<file path="src/rtl/nrzi_rx_pkg.sv">
// Shared types for the NRZI header-aligned word receiver.
package nrzi_rx_pkg;

    // Framer alignment state.
    typedef enum logic [1:0] {
        ST_HUNT    = 2'd0,  // sliding search for a header
        ST_CONFIRM = 2'd1,  // one header seen, waiting for the next
        ST_LOCK    = 2'd2   // aligned, checking every boundary
    } frame_state_t;

endpackage

</file>
<file path="src/rtl/nrzi_rx_decoder.sv">
// NRZI decoder.
// Converts line levels to data bits: change = 1, no change = 0.
// Assumes one line bit per clock. The reference level is forced to 0 by
// reset, so the first bit after reset is compared against 0.
// bit_vld marks that bit_out holds a real decoded bit (not reset filler).
module nrzi_rx_decoder (
    input  logic clk,
    input  logic rst_n,
    input  logic line_in,
    output logic bit_out,
    output logic bit_vld
);

    logic ref_lvl;

    // Register previous level and the decoded bit.
    always_ff @(posedge clk) begin
        if (!rst_n) begin
            ref_lvl <= 1'b0;
            bit_out <= 1'b0;
            bit_vld <= 1'b0;
        end else begin
            ref_lvl <= line_in;
            bit_out <= line_in ^ ref_lvl;
            bit_vld <= 1'b1;
        end
    end

endmodule

</file>
<file path="src/rtl/nrzi_rx_runmon.sv">
// Run-length monitor.
// Counts consecutive decoded zeros (held line levels). A run of MAX_LEVELS
// decoded zeros means MAX_LEVELS+1 equal levels, which the coding forbids;
// every such zero, and each further one, raises a one-cycle run_err.
// Works on the decoded stream so its latency matches the framer.
module nrzi_rx_runmon #(
    parameter int MAX_LEVELS = 4
) (
    input  logic clk,
    input  logic rst_n,
    input  logic bit_in,
    input  logic bit_vld,
    output logic run_err
);

    localparam int ZW = $clog2(MAX_LEVELS + 1);
    localparam logic [ZW-1:0] ZMAX = ZW'(MAX_LEVELS);
    localparam logic [ZW-1:0] ZLIM = ZW'(MAX_LEVELS - 1);

    logic [ZW-1:0] zrun;

    // Track the zero run and flag bits that extend it past the limit.
    always_ff @(posedge clk) begin
        if (!rst_n) begin
            zrun    <= '0;
            run_err <= 1'b0;
        end else begin
            run_err <= 1'b0;
            if (bit_vld) begin
                if (bit_in) begin
                    zrun <= '0;
                end else begin
                    if (zrun != ZMAX) zrun <= zrun + 1'b1;
                    if (zrun >= ZLIM) run_err <= 1'b1;
                end
            end
        end
    end

    AST_RUN_ON_ZERO: assert property (@(posedge clk) disable iff (!rst_n)
        run_err |-> $past(bit_vld && !bit_in));
    AST_RUN_CLEARS_ON_ONE: assert property (@(posedge clk) disable iff (!rst_n)
        (bit_vld && bit_in) |=> !run_err);

endmodule

</file>
<file path="src/rtl/nrzi_rx_framer.sv">
// Word framer.
// Slides a HDR_BITS window over decoded bits to find HDR_PAT, confirms it
// one word later, then checks every boundary. Payload bits between two
// headers are collected MSB first and released only when the closing
// header matches. A miss while locked raises hdr_err and returns to hunt.
// Assumes HDR_PAT has a 0 in its first bit so the all-ones reset window
// cannot match before HDR_BITS real bits have arrived.
module nrzi_rx_framer
    import nrzi_rx_pkg::*;
#(
    parameter int WORD_BITS = 30,
    parameter int HDR_BITS  = 5,
    parameter logic [HDR_BITS-1:0] HDR_PAT = 5'b00011
) (
    input  logic                          clk,
    input  logic                          rst_n,
    input  logic                          bit_in,
    input  logic                          bit_vld,
    output logic [WORD_BITS-HDR_BITS-1:0] payload,
    output logic                          payload_vld,
    output logic                          locked,
    output logic                          hdr_err
);

    localparam int PAY_BITS = WORD_BITS - HDR_BITS;
    localparam int CNT_W    = $clog2(WORD_BITS + 1);
    localparam logic [CNT_W-1:0] CNT_WORD = CNT_W'(WORD_BITS);
    localparam logic [CNT_W-1:0] CNT_PAY  = CNT_W'(PAY_BITS);

    frame_state_t          state;
    logic [CNT_W-1:0]      cnt;
    logic [CNT_W-1:0]      cnt_n;
    logic [HDR_BITS-1:0]   win;
    logic [HDR_BITS-1:0]   win_n;
    logic                  match;
    logic [PAY_BITS-1:0]   pay_sh;

    // Next window, header compare and bit position.
    always_comb begin
        win_n = {win[HDR_BITS-2:0], bit_in};
        match = (win_n == HDR_PAT);
        cnt_n = cnt + 1'b1;
    end

    // Alignment state machine, payload collection and release.
    always_ff @(posedge clk) begin
        if (!rst_n) begin
            state       <= ST_HUNT;
            cnt         <= '0;
            win         <= '1;
            pay_sh      <= '0;
            payload     <= '0;
            payload_vld <= 1'b0;
            hdr_err     <= 1'b0;
        end else begin
            payload_vld <= 1'b0;
            hdr_err     <= 1'b0;
            if (bit_vld) begin
                win <= win_n;
                if (state == ST_HUNT) begin
                    if (match) begin
                        state <= ST_CONFIRM;
                        cnt   <= '0;
                    end
                end else begin
                    cnt <= cnt_n;
                    if (cnt_n <= CNT_PAY) pay_sh <= {pay_sh[PAY_BITS-2:0], bit_in};
                    if (cnt_n == CNT_WORD) begin
                        cnt <= '0;
                        if (match) begin
                            state       <= ST_LOCK;
                            payload     <= pay_sh;
                            payload_vld <= 1'b1;
                        end else begin
                            state   <= ST_HUNT;
                            hdr_err <= (state == ST_LOCK);
                        end
                    end
                end
            end
        end
    end

    // Lock flag straight from the state.
    assign locked = (state == ST_LOCK);

    AST_LOCK_RISES_WITH_VLD: assert property (@(posedge clk) disable iff (!rst_n)
        $rose(locked) |-> payload_vld);
    AST_VLD_ONLY_LOCKED: assert property (@(posedge clk) disable iff (!rst_n)
        payload_vld |-> locked);
    AST_VLD_SINGLE_CYCLE: assert property (@(posedge clk) disable iff (!rst_n)
        payload_vld |=> !payload_vld);
    AST_ERR_DROPS_LOCK: assert property (@(posedge clk) disable iff (!rst_n)
        hdr_err |-> (!locked && !payload_vld));
    AST_ERR_NEEDS_PRIOR_LOCK: assert property (@(posedge clk) disable iff (!rst_n)
        hdr_err |-> $past(locked));

endmodule

</file>
<file path="src/rtl/nrzi_word_rx.sv">
// NRZI header-aligned word receiver, top level.
// One serial line in; decodes NRZI, aligns on a per-word header, releases
// the payload with a strobe and flags header and run-length violations.
// Assumes one line bit per rising clock edge and a synchronous reset.
module nrzi_word_rx #(
    parameter int WORD_BITS  = 30,
    parameter int HDR_BITS   = 5,
    parameter logic [HDR_BITS-1:0] HDR_PAT = 5'b00011,
    parameter int MAX_LEVELS = 4
) (
    input  logic                          clk,
    input  logic                          rst_n,
    input  logic                          line_in,
    output logic [WORD_BITS-HDR_BITS-1:0] payload,
    output logic                          payload_vld,
    output logic                          locked,
    output logic                          hdr_err,
    output logic                          run_err
);

    logic dec_bit;
    logic dec_vld;

    nrzi_rx_decoder u_dec (
        .clk     (clk),
        .rst_n   (rst_n),
        .line_in (line_in),
        .bit_out (dec_bit),
        .bit_vld (dec_vld)
    );

    nrzi_rx_runmon #(
        .MAX_LEVELS (MAX_LEVELS)
    ) u_run (
        .clk     (clk),
        .rst_n   (rst_n),
        .bit_in  (dec_bit),
        .bit_vld (dec_vld),
        .run_err (run_err)
    );

    nrzi_rx_framer #(
        .WORD_BITS (WORD_BITS),
        .HDR_BITS  (HDR_BITS),
        .HDR_PAT   (HDR_PAT)
    ) u_frm (
        .clk         (clk),
        .rst_n       (rst_n),
        .bit_in      (dec_bit),
        .bit_vld     (dec_vld),
        .payload     (payload),
        .payload_vld (payload_vld),
        .locked      (locked),
        .hdr_err     (hdr_err)
    );

endmodule

</file>
<file path="config.mk">
export PLATFORM = sky130hd
export DESIGN_NAME = nrzi_word_rx
export DESIGN_NICKNAME = d
export VERILOG_FILES = /design/src/rtl/nrzi_rx_pkg.sv /design/src/rtl/nrzi_rx_decoder.sv /design/src/rtl/nrzi_rx_runmon.sv /design/src/rtl/nrzi_rx_framer.sv /design/src/rtl/nrzi_word_rx.sv
export SDC_FILE = /design/constraint.sdc
export NUM_CORES = 1
export LEC_CHECK = 0
export BUFFER_PORTS_ARGS = -buffer_cell sky130_fd_sc_hd__clkbuf_2
export CORE_AREA = 2 2 79 81
export DETAILED_ROUTE_END_ITERATION = 7
export DIE_AREA = 0 0 81 83
export PLACE_DENSITY_LB_ADDON = 0.05
export SLEW_MARGIN = 20
export SYNTH_ARGS = -nofsm -noshare
export SYNTH_HDL_FRONTEND = slang
export SYNTH_SLANG_ARGS = --single-unit
</file>
<file path="constraint.sdc">
create_clock -name clk -period 4.2 [get_ports clk]
set_input_delay 1.05 -clock clk [delete_from_list [all_inputs] [get_ports clk]]
set_output_delay 1.05 -clock clk [all_outputs]
set_load 0.1 [all_outputs]
</file>
==> Yosys cells after proc, flatten, opt, wreduce, memory -nomap -nowiden <==
Index checks and enable logic that the tools add are counted.
{ "classes": {"n_addsub": 2, "eq_ne": 5, "shifts": 0, "n_mux": 12, "magnitude_cmp": 2, "bitwise_logic": 5, "div": 0, "n_mul": 0, "n_reduce_logical": 11} }
{ "ops": {"columns": ["cell", "n"], "rows": [
  ["$mux 5", 3],
  ["$mux 2", 4],
  ["$mux 3", 2],
  ["$reduce_and 3->1", 2],
  ["$add 5x1->5 const B", 1],
  ["$eq 5x2->1 const B", 1],
  ["$eq 5x5->1 const B", 1],
  ["$le 5x5->1 const B", 1],
  ["$reduce_or 5->1", 1],
  ["$not 1->1", 4],
  ["$reduce_and 2->1", 2],
  ["$reduce_and 4->1", 1],
  ["$reduce_bool 2->1", 2],
  ["$reduce_or 4->1", 1],
  ["$add 3x1->3 const B", 1],
  ["$ge 3x2->1 const B", 1],
  ["$mux 1", 3],
  ["$ne 3x3->1 const B", 1],
  ["$reduce_or 3->1", 1],
  ["$eq 2x2->1 const B", 1],
  ["$logic_not 2->1", 1],
  ["$ne 2x1->1 const B", 1],
  ["$xor 1x1->1", 1]
]} }
{ "word_totals": {"in_bits": 3, "mem_bits_ro": 0, "latch_bits": 0, "ramBits": 0, "word_cells": 49, "mem_count": 0, "ff_bits": 70, "output_inout_bits": 29} }

==> Longest topological paths before layout <==
{ "logic_depth": {"word_depth": 4, "mapped_depth": 8, "ltp_nobuf": 6} }

==> Cells and area by module <==
A second synthesis with hierarchy kept.
{ "unflattened": {"cells_unflattened": 276, "hier_area_um2": 2855.2} }
{ "by_module_without_submodules": {"columns": ["mod", "seq_area_each_um2", "cells_each", "n_inst", "area_each_um2"], "rows": [
  ["nrzi_rx_framer", 1261.2, 244, 1, 2539.9],
  ["nrzi_rx_runmon", 80.1, 26, 1, 232.7],
  ["nrzi_rx_decoder", 60.1, 6, 1, 82.6]
]} }

==> Least setup slack after synthesis <==
OpenSTA, ideal clock, no wires.
{ "synth_timing": {"path_type": "reg-to-output", "from": "register u_frm.state[1]", "to": "output port locked", "stages_incl_launch_ff": 2, "t_required_ns": 3.150, "setup_slack_ns": 1.413, "arrival_time_ns": 1.737, "cell_sequence": "dfxtp_1 -> nor2b_1"} }
{ "synth_between": {"elab_chain_cells": 1} }
{ "synth_rtl": {"columns": ["item", "line", "source"], "rows": [
  ["start: declaration", "nrzi_rx_framer.sv:30", "frame_state_t state;"],
  ["start signal: assignment", "nrzi_rx_framer.sv:48", "state <= ST_HUNT;"],
  ["start signal: assignment", "nrzi_rx_framer.sv:62", "state <= ST_CONFIRM;"],
  ["start signal: assignment", "nrzi_rx_framer.sv:71", "state <= ST_LOCK;"],
  ["$eq 2x2->1", "nrzi_rx_framer.sv:85", "assign locked = (state == ST_LOCK);"],
  ["end: declaration", "nrzi_word_rx.sv:16", "output logic locked,"]
]} }
Every way passes these cells.

==> Final worst setup path <==
{ "layout_timing": {"from": "register u_frm.cnt[0]", "to": "register u_frm.pay_sh[18]"} }
{ "layout_between": {"elab_chain_cells": 3} }
{ "layout_rtl": {"columns": ["item", "line", "source"], "rows": [
  ["start: declaration", "nrzi_rx_framer.sv:31", "logic [CNT_W-1:0] cnt;"],
  ["start signal: assignment", "nrzi_rx_framer.sv:66", "cnt <= cnt_n;"],
  ["$add 5x1->5", "nrzi_rx_framer.sv:42", "cnt_n = cnt + 1'b1;"],
  ["$le 5x5->1", "nrzi_rx_framer.sv:67", "if (cnt_n <= CNT_PAY) pay_sh <= {pay_sh[PAY_BITS-2:0], bit_in};"],
  ["$reduce_and 3->1 (no line)", null, null],
  ["end signal: assignment", "nrzi_rx_framer.sv:67", null],
  ["end: declaration", "nrzi_rx_framer.sv:36", "logic [PAY_BITS-1:0] pay_sh;"]
]} }
Every way passes these cells.
A chain may end at the register's enable or synchronous reset.

==> metrics.md <==
| Metric | Value |
|---|---|
| Total Routing Usage GR | 16.0% |
| Io pins | 32 |
| Clock transition at path regs | 70 ps |
| Top-area cell type share of the netlist area | 49.4% |
| Port Buffers | 31 |
| Die area | 0.00672 mm2 |
| Hold Path Class | flip-flop to flip-flop |
| Final Slew Violations | 0 |
| Minimum clock period | 2450 ps |
| Bufs on Longest Clock Path | 2 |
| Area of the multi-input gates | 0.00131 mm2 |
| Peak VDD IR | 0.000266 V |
| Main combinational cell family by area after synthesis | multiplexers |
| Critical Setup Path Class | flip-flop to flip-flop |
| Synth warn | 0 |
| Max_slew headroom | 27.7% |
| Die Wd | 81 um |
| Mux cell area share after synthesis | 18.7% |
| Average size of a mapped cell | 10.1 um2 |
| Reg power frac | 55.1% |
| Fill cell count | 585 |
| H-tree levels | 3 |
| Xor/xnor share of the synthesized area | 1.23% |
| Net Sw Power | 0.270 mW |
| Top-count cell post-synth | dfxtp_1 |
| Gr ovfl total | 0 |
| Final Hold Viols | 0 |
| First-pass GRT wire length | 8.50 mm |
| Layout cells sized above 1 | 15.8% |
| Comb pwr share | 2.1% |
| Nets | 320 |
| CTS tree | yes |
| Post-synth cell types | 38 |
| Syn Nets | 291 |
| Initial DRC Count | 70 |
| Setup crit end kind | flip-flop |
| Post-Route WL | 4.96 mm |
| Largest net degree at the start of global routing | 63 |
| Antenna violations before repair | 0 |
| PwrDens | 382 mW/mm2 |
| Final period utilization | 58.3% |
| Rows | 28 |
| Final worst clock skew | 9.21 ps |
| Post-CTS setup buffer count | 0 |
| Post-DR vias/cell | 5.04 |
| Area contributors post-synth | dfxtp_1 49%, mux2i_1 19%, nand2_1 7.9% |
| Max Cap Viol | 0 |
| DRC | 0 |
| Fraction of the mapped netlist area in simple logic gates | 15.5% |
| Num CTS Buffers | 9 |
| Clock Latency Late Sink | 330 ps |
| Starting density of the core | 48.8% |
| Post-CTS sizing | 0 |
| Worst Tran Pin Value | 1080 ps |
| Syn Inst Count | 282 |
| Vias in the first global route | 1891 |
| Fin cells | 391 |
| Area Overhead vs Synth | 12.8% |
| Post-synth EDFFs | 0 |
| Ys flop type | dfxtp_1 |
| # diodes | 0 |
| Die H | 83 um |
| Compound-Gate Fraction of Synth Area | 7.54% |
| # setup viols final | 0 |
| Pleak | 1.16 nW |
| Synth Area in Adders | 2.65% |
| Area occupied by registers | 0.00140 mm2 |
| Hold Buf Count CTS | 0 |
| GP Congestion | 0.763 |
| FF+latch count, synth | 70 |
| Crit path max fanout | 25 |
| Asr flop ratio synth | 0% |
| CORE AREA | 0.00582 mm2 |
| Part of the Yosys area used for sequential elements | 49.4% |
| WL/cell | 12.7 um |
| Crit path DAT | 2700 ps |
| Mapped Area | 0.00284 mm2 |
| FMAX | 408 MHz |
| Required @ worst endpoint | 4450 ps |
| Clock root buffer | clkbuf_8 |
| Switching share of power | 22.1% |
| Setup_tns | 0 ps |
| Area leader, netlist | dfxtp_1 |
| RSZ-0062 raised after global routing | no |
| Iteration count of the initial detailed-routing pass | 4 |
| Status | complete, no violations |
| Dpl cells | 375 |
| Clock sinks | 70 |
| Clock Power Share | 42.7% |
| Internal | 0.953 mW |
| HPWL Detailed | 3.15 mm |
| Post-route antenna net violation count | 0 |
| Synth cell count leaders | 70 x dfxtp_1, 60 x nand2_1, 53 x mux2i_1 |
| Routed via count | 1970 |
| Crit start category | flip-flop |
==> logic make-up (layout without fill, tap and decap cells) <==
logic type | count (synthesis) | after routing
simple gates | 96 | 96
flops | 70 | 70
mux | 53 | 53
compound gates | 30 | 30
buf+inv | 23 | 57
fa+ha+maj | 6 | 6
xor+xnor | 4 | 4
==> area by class of cell <==
| type | instances | share of cell area (%) |
|---|---|---|
| clock inverters | 5 | 1.88 |
| multi-input cells | 189 | 40.9 |
| repair buffers | 34 | 5.55 |
| clock buffers | 11 | 4.10 |
| inverters | 7 | 0.821 |
| well taps | 75 | 2.93 |
| flip-flops and latches | 70 | 43.8 |
==> worst max-delay path, cell delays in order, from the launching register on <==
cell and delay (ps):
dfxtp_1 490, inv_1 120, ha_1 320, nor2b_1 110
o21ai_0 130, a31oi_4 910, mux2i_1 290
==> power groups by stage <==
stage,registers (mW),clock network (mW),logic [mW]
3_3_place_gp,0.690,0,0.0265
3_5_place_dp,0.690,0,0.0265
2_1_floorplan,0.687,0,0.0220
6_report,0.674,0.522,0.0262
5_1_grt,0.675,0.563,0.0306
4_1_cts,0.674,0.539,0.0267
==> routing by layer <==
layer / GRT usage (%) / share of wire [%]
met5: 0 / 0
met3: 4.13 / 3.0
met4: 7.40 / 1.5
met2: 23.5 / 44
met1: 21.8 / 51
==> flip-flops by register name, indices dropped and copies added (netlist names) <==
name,cells
u_frm.payload_vld,1
u_dec.ref_lvl,1
u_run.zrun,3
u_run.run_err,1
u_frm.hdr_err,1
u_frm.win,4
u_dec.bit_vld,1
u_frm.cnt,5
u_frm.state,2
u_frm.payload,25
u_dec.bit_out,1
u_frm.pay_sh,25
==> placed cells by master (no fill, tap or decap), drive strengths merged, types with 2 or more instances in the layout <==
master   n
a211o    2
a211oi   2
a21boi   2
a21oi    4
and2     5
buf      3
clkbuf  42
clkinv   3
dfxtp   70
ha       6
inv      7
mux2i   53
nand2   60
nand2b   3
nand3    9
nand3b   2
nand4    2
nor2     5
nor2b    6
o211ai   2
o21a     3
o21ai    7
o22ai    2
xnor2    3
==> stage by stage <==
| step | power, mW | instance area, um2 | setup slack, ps | util, % | hold slack [ps] |
|---|---|---|---|---|---|
| 6_report | 1.22 | 3200 | 1750 | 55.0 | 458 |
| 5_1_grt | 1.27 | 3200 | 1540 | 55.0 | 482 |
| 4_1_cts | 1.24 | 3200 | 1750 | 55.0 | 462 |
| 3_5_place_dp | 0.716 | 3010 | 1790 | 51.7 | 449 |
| 3_3_place_gp | 0.716 | 3010 | 1800 | 51.7 | 442 |
| 2_1_floorplan | 0.709 | 2840 | 1410 | - | 443 |
==> path summary, 6_finish.rpt <==
kind                                         end  slack (ps)                           start  depth (start not counted)
setup / recovery   u_frm.pay_sh[18]$_SDFFE_PN0P_        1750       u_frm.cnt[0]$_SDFFE_PN0P_                          6
hold / removal    u_frm.payload[18]$_SDFFE_PN0P_         460  u_frm.payload[18]$_SDFFE_PN0P_                          2
hold reg to reg   u_frm.payload[18]$_SDFFE_PN0P_         460  u_frm.payload[18]$_SDFFE_PN0P_                          2
setup reg to reg   u_frm.pay_sh[18]$_SDFFE_PN0P_        1750       u_frm.cnt[0]$_SDFFE_PN0P_                          6
Note: power is estimated with default switching activity, not from simulation.
